## config.mk

```make
export PLATFORM = sky130hd
export DESIGN_NAME = corr_peak_finder
export DESIGN_NICKNAME = d
export VERILOG_FILES = /design/src/rtl/cpf_pkg.sv /design/src/rtl/cpf_sqmag.sv /design/src/rtl/cpf_tracker.sv /design/src/rtl/cpf_result_reg.sv /design/src/rtl/corr_peak_finder.sv
export SDC_FILE = /design/constraint.sdc
export NUM_CORES = 2
export LEC_CHECK = 0
export ABC_AREA = 0
export BUFFER_PORTS_ARGS = -buffer_cell sky130_fd_sc_hd__buf_2
export CORE_ASPECT_RATIO = 1.75
export CORE_MARGIN = 5
export CORE_UTILIZATION = 55
export DETAILED_ROUTE_END_ITERATION = 10
export PLACE_DENSITY = 0.84
export SLEW_MARGIN = 20
export SYNTH_ARGS = -nofsm -noshare
export SYNTH_HDL_FRONTEND = slang
export SYNTH_SLANG_ARGS = --single-unit
```

## constraint.sdc

```tcl
create_clock -name clk -period 19 [get_ports clk]
set_input_delay 5.7 -clock clk [delete_from_list [all_inputs] [get_ports clk]]
set_output_delay 5.7 -clock clk [all_outputs]
set_load 0.02 [all_outputs]
```

## src/rtl/cpf_pkg.sv

```systemverilog
package cpf_pkg;
  localparam int SMP_W_DEF    = 16;
  localparam int SURF_DIM_DEF = 64;

  // Width of re^2 + im^2 for signed inputs of width w, kept one bit wide.
  function automatic int mag_width(input int w);
    return 2 * w + 1;
  endfunction

  // Width of a linear index over a d x d surface.
  function automatic int idx_width(input int d);
    return $clog2(d * d);
  endfunction
endpackage

```

## src/rtl/cpf_sqmag.sv

```systemverilog
module cpf_sqmag #(
  parameter int SMP_W = 16,
  parameter int MAG_W = 33
) (
  input  logic signed [SMP_W-1:0] re,
  input  logic signed [SMP_W-1:0] im,
  output logic        [MAG_W-1:0] mag
);
  localparam int PRD_W = 2 * SMP_W;

  logic signed [PRD_W-1:0] re_sq;
  logic signed [PRD_W-1:0] im_sq;

  always_comb begin
    re_sq = re * re;
    im_sq = im * im;
    mag   = MAG_W'($unsigned(re_sq)) + MAG_W'($unsigned(im_sq));
  end
endmodule

```

## src/rtl/cpf_tracker.sv

```systemverilog
module cpf_tracker #(
  parameter int MAG_W = 33,
  parameter int IDX_W = 12
) (
  input  logic             clk,
  input  logic             rst_n,
  input  logic             beat,
  input  logic             sop,
  input  logic             eop,
  input  logic [MAG_W-1:0] mag,
  output logic [MAG_W-1:0] fin_mag,
  output logic [IDX_W-1:0] fin_idx
);
  logic [MAG_W-1:0] best_q;
  logic [IDX_W-1:0] best_idx_q;
  logic [IDX_W-1:0] cnt_q;
  logic             fresh_q;

  logic             first;
  logic             take;
  logic [IDX_W-1:0] cur_idx;

  always_comb begin
    first   = sop | fresh_q;
    cur_idx = first ? '0 : cnt_q;
    take    = first | (mag > best_q);
    fin_mag = take ? mag     : best_q;
    fin_idx = take ? cur_idx : best_idx_q;
  end

  always_ff @(posedge clk) begin
    if (!rst_n) begin
      best_q     <= '0;
      best_idx_q <= '0;
      cnt_q      <= '0;
      fresh_q    <= 1'b1;
    end else if (beat) begin
      best_q     <= fin_mag;
      best_idx_q <= fin_idx;
      cnt_q      <= cur_idx + IDX_W'(1);
      fresh_q    <= eop;
    end
  end
endmodule

```

## src/rtl/cpf_result_reg.sv

```systemverilog
module cpf_result_reg #(
  parameter int MAG_W = 33,
  parameter int IDX_W = 12
) (
  input  logic             clk,
  input  logic             rst_n,
  input  logic             load,
  input  logic [MAG_W-1:0] ld_mag,
  input  logic [IDX_W-1:0] ld_idx,
  input  logic             out_ready,
  output logic             out_valid,
  output logic [MAG_W-1:0] out_mag,
  output logic [IDX_W-1:0] out_idx,
  output logic             stall
);
  always_ff @(posedge clk) begin
    if (!rst_n) begin
      out_valid <= 1'b0;
      out_mag   <= '0;
      out_idx   <= '0;
    end else if (load) begin
      out_valid <= 1'b1;
      out_mag   <= ld_mag;
      out_idx   <= ld_idx;
    end else if (out_ready) begin
      out_valid <= 1'b0;
    end
  end

  assign stall = out_valid & ~out_ready;
endmodule

```

## src/rtl/corr_peak_finder.sv

```systemverilog
module corr_peak_finder #(
  parameter  int SMP_W    = cpf_pkg::SMP_W_DEF,
  parameter  int SURF_DIM = cpf_pkg::SURF_DIM_DEF,
  localparam int MAG_W    = cpf_pkg::mag_width(SMP_W),
  localparam int IDX_W    = cpf_pkg::idx_width(SURF_DIM)
) (
  input  logic                    clk,
  input  logic                    rst_n,
  input  logic                    s_valid,
  output logic                    s_ready,
  input  logic signed [SMP_W-1:0] s_re,
  input  logic signed [SMP_W-1:0] s_im,
  input  logic                    s_sop,
  input  logic                    s_eop,
  output logic                    m_valid,
  input  logic                    m_ready,
  output logic        [MAG_W-1:0] m_peak,
  output logic        [IDX_W-1:0] m_index
);
  logic             stall;
  logic             beat;
  logic [MAG_W-1:0] mag;
  logic [MAG_W-1:0] fin_mag;
  logic [IDX_W-1:0] fin_idx;

  assign s_ready = ~stall;
  assign beat    = s_valid & s_ready;

  cpf_sqmag #(.SMP_W(SMP_W), .MAG_W(MAG_W)) u_sqmag (
    .re  (s_re),
    .im  (s_im),
    .mag (mag)
  );

  cpf_tracker #(.MAG_W(MAG_W), .IDX_W(IDX_W)) u_tracker (
    .clk     (clk),
    .rst_n   (rst_n),
    .beat    (beat),
    .sop     (s_sop),
    .eop     (s_eop),
    .mag     (mag),
    .fin_mag (fin_mag),
    .fin_idx (fin_idx)
  );

  cpf_result_reg #(.MAG_W(MAG_W), .IDX_W(IDX_W)) u_result (
    .clk       (clk),
    .rst_n     (rst_n),
    .load      (beat & s_eop),
    .ld_mag    (fin_mag),
    .ld_idx    (fin_idx),
    .out_ready (m_ready),
    .out_valid (m_valid),
    .out_mag   (m_peak),
    .out_idx   (m_index),
    .stall     (stall)
  );
endmodule

```

==> results by stage <==
Setup path:
- The critical path's slowest cell is sky130_fd_sc_hd__nor2_1.
- The signal arrival time at the worst endpoint is 15,690 ps.
- In this run the worst setup path begins at s_re[9].
- Together, buffers and inverters on the worst path number 7.
- The largest fanout on the critical path is 28.
- The class of the most critical setup path is input pin to register.
- The worst setup path is launched from an input pin.
- The cell depth of the worst setup path is 40.
- The kind of cell with the highest combined delay along the critical path is adder cells.
- The register-to-register path setup slack is ~16,000 ps.
- For the worst setup path, the data required time is a little under 20,000 ps.
- The maximum single-stage delay on the critical path is approximately 630 ps.
- The type of element capturing the critical path is a register.
- The depth of the most critical reg-to-reg path is 12.
- The worst flop-to-flop path endpoint is u_tracker.best_idx_q[0].
- The cell repeated most along the worst path is sky130_fd_sc_hd__fa_1.
- In this run the critical register-to-register path is launched from u_tracker.best_q[6].

Yosys:
- The fraction of post-synthesis cell area in the top cell type by area is 0.385.
- The number of flip-flops and latches in the synthesized netlist is 104.
- By area the synthesized netlist is led by sky130_fd_sc_hd__fa_1 (38%), sky130_fd_sc_hd__ha_1 (13%), sky130_fd_sc_hd__inv_1 (11%), sky130_fd_sc_hd__dfxtp_1 (8.5%), sky130_fd_sc_hd__nand2_1 (4.8%).
- The synthesized area is 24,400 sq um.
- A synthesized cell averages ~8.7 sq um.
- The top flip-flop cell by instance count after synthesis is sky130_fd_sc_hd__dfxtp_1.
- Of the total synthesized cell area, the portion taken by AND, OR, NAND and NOR gates is 0.124.
- For this run, the number of Yosys warnings is 0.
- The compound-gate portion of the synthesized area is 0.100.
- The synthesized netlist cell count is 2,800.
- By area, the combinational part of the netlist is dominated by adder cells.
- The arithmetic-cell share of the synthesized area counting full adders, half adders and majority gates is 0.510.
- The number of unique standard cell types used by synthesis is between 70 and 80.
- For this run, asynchronously set or reset flops after synthesis account for 0.
- The parity-gate share of the synthesized area counting xor and xnor cells is 0.0409.
- When the netlist entered floorplanning its net count stood at 3,551.
- The cell type contributing the most total cell area after synthesis is sky130_fd_sc_hd__fa_1.
- The post-synthesis mux area share is 0.0179.
- The number of flops mapped to enable cells by yosys is 0.
- The sequential area share after synthesis is 0.0854.

Place:
- The placed instances occupy a cell area of roughly 25,000 sq um.
- Routability-driven placement finished with a final weighted congestion of approximately 0.96.
- The count of buffers inserted at the top-level ports is 84.
- The half-perimeter wire length after detailed placement is roughly 50,000 um.
- The pre-CTS setup slack is 3320 ps.

Timing:
- Setup slack closes at about 3600 ps.
- The smallest hold slack is 449 ps.
- The count of pins over their slew limit was 0.
- Setup violations remaining at the end of the flow were counted as 0.
- The achievable clock frequency is 0.0650 GHz.
- The worst slew margin relative to its limit is 0.390.
- The final-report hold violation count is 0.
- Setup repair after global routing left no endpoint under its margin.
- The fraction of the cycle the final worst path needs is 0.810.
- The slew of the pin with the lowest slew margin is about 900 ps.
- The final sum of negative setup slack is 0 ps.
- For the finished layout, the period the worst path requires is 15,390 ps.
- Across the routed clock network, the largest skew measured is ~7.1 ps.

CTS:
- The CTS tree is done.
- The number of buffers inserted during clock tree synthesis is 9.
- The clock network latency to the later pin of the worst-skew pair is about 350 ps.
- The quantity of gates resized following cts is 0.
- The clock transition time at the flip-flop clock pins of the worst setup and hold paths is 70 ps.
- The number of hold-repair buffers added at the cts stage is 0.
- The H-tree was split into 3 levels.
- The longest clock path from root to sink contains 2 buffers.
- Clock tree synthesis found a total of approximately 100 sinks.
- The post-CTS setup buffer count is 0.
- The tree is rooted in a sky130_fd_sc_hd__clkbuf_16.

Drt:
- The number of iterations in the first detailed-routing pass is 5.
- The vias after detailed routing is between 15,000 and 20,000.
- For this block, the initial DRC count from the detailed router was 1,117.
- The routed design has just under 60,000 um of wire.
- The per-cell routed wire length is between 15 and 20 um.
- The count of nets left with antenna violations once routing finished came out at 0.
- The ratio of routed vias to standard cells is 5.54.
- The final routed DRC violation total is 0.

Min path:
- The terminating pin of the worst hold path is u_result.out_idx[2].
- In this run the most critical hold path is launched from u_result.out_idx[2].
- The kind of path behind the tightest hold check is register to register.
- The worst hold path was traced through 2 stages.

Flow run:
- Across the run, the number of max-cap violations was 0.

GRT:
- The all-layer global routing usage is 0.247.
- The number of antenna violations at the first check in global routing came to 0.
- The via count of the first global-routing pass was between 20,000 and 25,000.
- The overall overflow remaining after global route is 0.
- Entering global routing, the biggest net connects 47 pins.
- The first global-routing pass estimated about 97,000 um of wire.

Finish:
- The share of cells above drive strength 1 is 0.0509.
- The area of all placed cells without fillers is about 26,000 sq um.
- The library cells used most frequently in the layout, excluding fill and tap cells, are sky130_fd_sc_hd__inv_1 (713), sky130_fd_sc_hd__fa_1 (469), sky130_fd_sc_hd__nand2_1 (309).
- Relative to the synthesized area, the layout overhead comes to 5.15%.
- The most frequent standard cell in the layout excluding fill and tap cells is sky130_fd_sc_hd__inv_1.
- In the final design database the tool counted approximately 3,600 nets.
- The number of antenna diodes in the final layout is 0.

Floorplanning:
- The overall die area is approximately 49,000 sq um.
- The x dimension of the die is approximately 170 um.
- The height of the die is between 200 and 300 um.
- In this run the core area contains a little over 100 standard-cell rows.
- The standard cell core area is between 40,000 and 50,000 sq um.
- For this configuration, the core starts out at a cell density of 0.554.
- The count of pins on the block boundary is 85.

Outcome:
- The run finished with clean final reports.
[tightest hold or removal path, cell delays in order, from the launching register on]
cell	delay, ps
sky130_fd_sc_hd__dfxtp_1	320
sky130_fd_sc_hd__nand2_1	40
sky130_fd_sc_hd__o21ai_0	50
[per-layer routing]
metal  vias to the layer above  wire [um]  global-route usage
li1                       8625          -                   -
met1                      9341      19500               0.254
met2                       627      31900               0.465
met3                       243       2620              0.0262
met4                         0       4710               0.164
met5                         -          0                   0
[flip-flops by register name, summed over array words and instances (netlist names)]
register,count
u_result.out_mag,33
u_tracker.best_q,33
u_result.out_idx,12
u_tracker.best_idx_q,12
u_tracker.cnt_q,12
u_result.out_valid,1
u_tracker.fresh_q,1
[Yosys cell counts (8+ instances only)]
master,n
sky130_fd_sc_hd__nor3_1,14
sky130_fd_sc_hd__nand2_1,309
sky130_fd_sc_hd__or2_2,8
sky130_fd_sc_hd__nor2b_1,18
sky130_fd_sc_hd__inv_1,713
sky130_fd_sc_hd__and3_1,16
sky130_fd_sc_hd__a31o_2,9
sky130_fd_sc_hd__o21a_1,10
sky130_fd_sc_hd__nand2b_1,17
sky130_fd_sc_hd__dfxtp_1,104
sky130_fd_sc_hd__o21bai_1,9
sky130_fd_sc_hd__a22o_1,13
sky130_fd_sc_hd__a21o_1,62
sky130_fd_sc_hd__nand3_1,25
sky130_fd_sc_hd__a211oi_1,10
sky130_fd_sc_hd__fa_1,469
sky130_fd_sc_hd__xnor2_1,83
sky130_fd_sc_hd__o21ai_0,81
sky130_fd_sc_hd__clkbuf_1,67
sky130_fd_sc_hd__xor2_1,29
sky130_fd_sc_hd__a21oi_1,110
sky130_fd_sc_hd__mux2i_1,39
sky130_fd_sc_hd__ha_1,244
sky130_fd_sc_hd__nand4_1,16
sky130_fd_sc_hd__nor2_1,127
sky130_fd_sc_hd__and2_1,83
sky130_fd_sc_hd__a21boi_0,8
[metrics by stage]
stage | cells | util
after floorplan | 2800 | -
after global placement | 3385 | 0.574
after detailed placement | 3385 | 0.574
after CTS | 3401 | 0.582
after global routing | 3402 | 0.582
final | 3402 | 0.582
[worst max path at each step]
stage / to
3_5_place_dp: u_tracker.best_idx_q[7]
5_1_grt: u_tracker.best_idx_q[5]
6_report: u_tracker.best_idx_q[0]
2_1_floorplan: u_result.out_mag[29]
4_1_cts: u_tracker.best_idx_q[10]
3_3_place_gp: u_tracker.best_idx_q[5]
[area by class of cell]
cell class                      instances  area, sq um
Sequential cell                       104         2080
Inverter                              714         2680
Clock inverter                          7          111
Timing Repair Buffer                   90          485
Tap cell                              572          716
Clock buffer                            9          225
Fill cell                            3788        18400
Multi-Input combinational cell       1906        19300
[cell families after synthesis]
group	count (synthesis)
xor gates and xnor gates	113
muxes	43
DFF	104
and+or+nand+nor	660
AOI/OAI and AO/OA	377
buffers and inverters	790
adders and majority gates	713
Power is left out: the tool's default activity adds up to more than one toggle a clock period on the data nets, which glitch-free logic cannot reach.
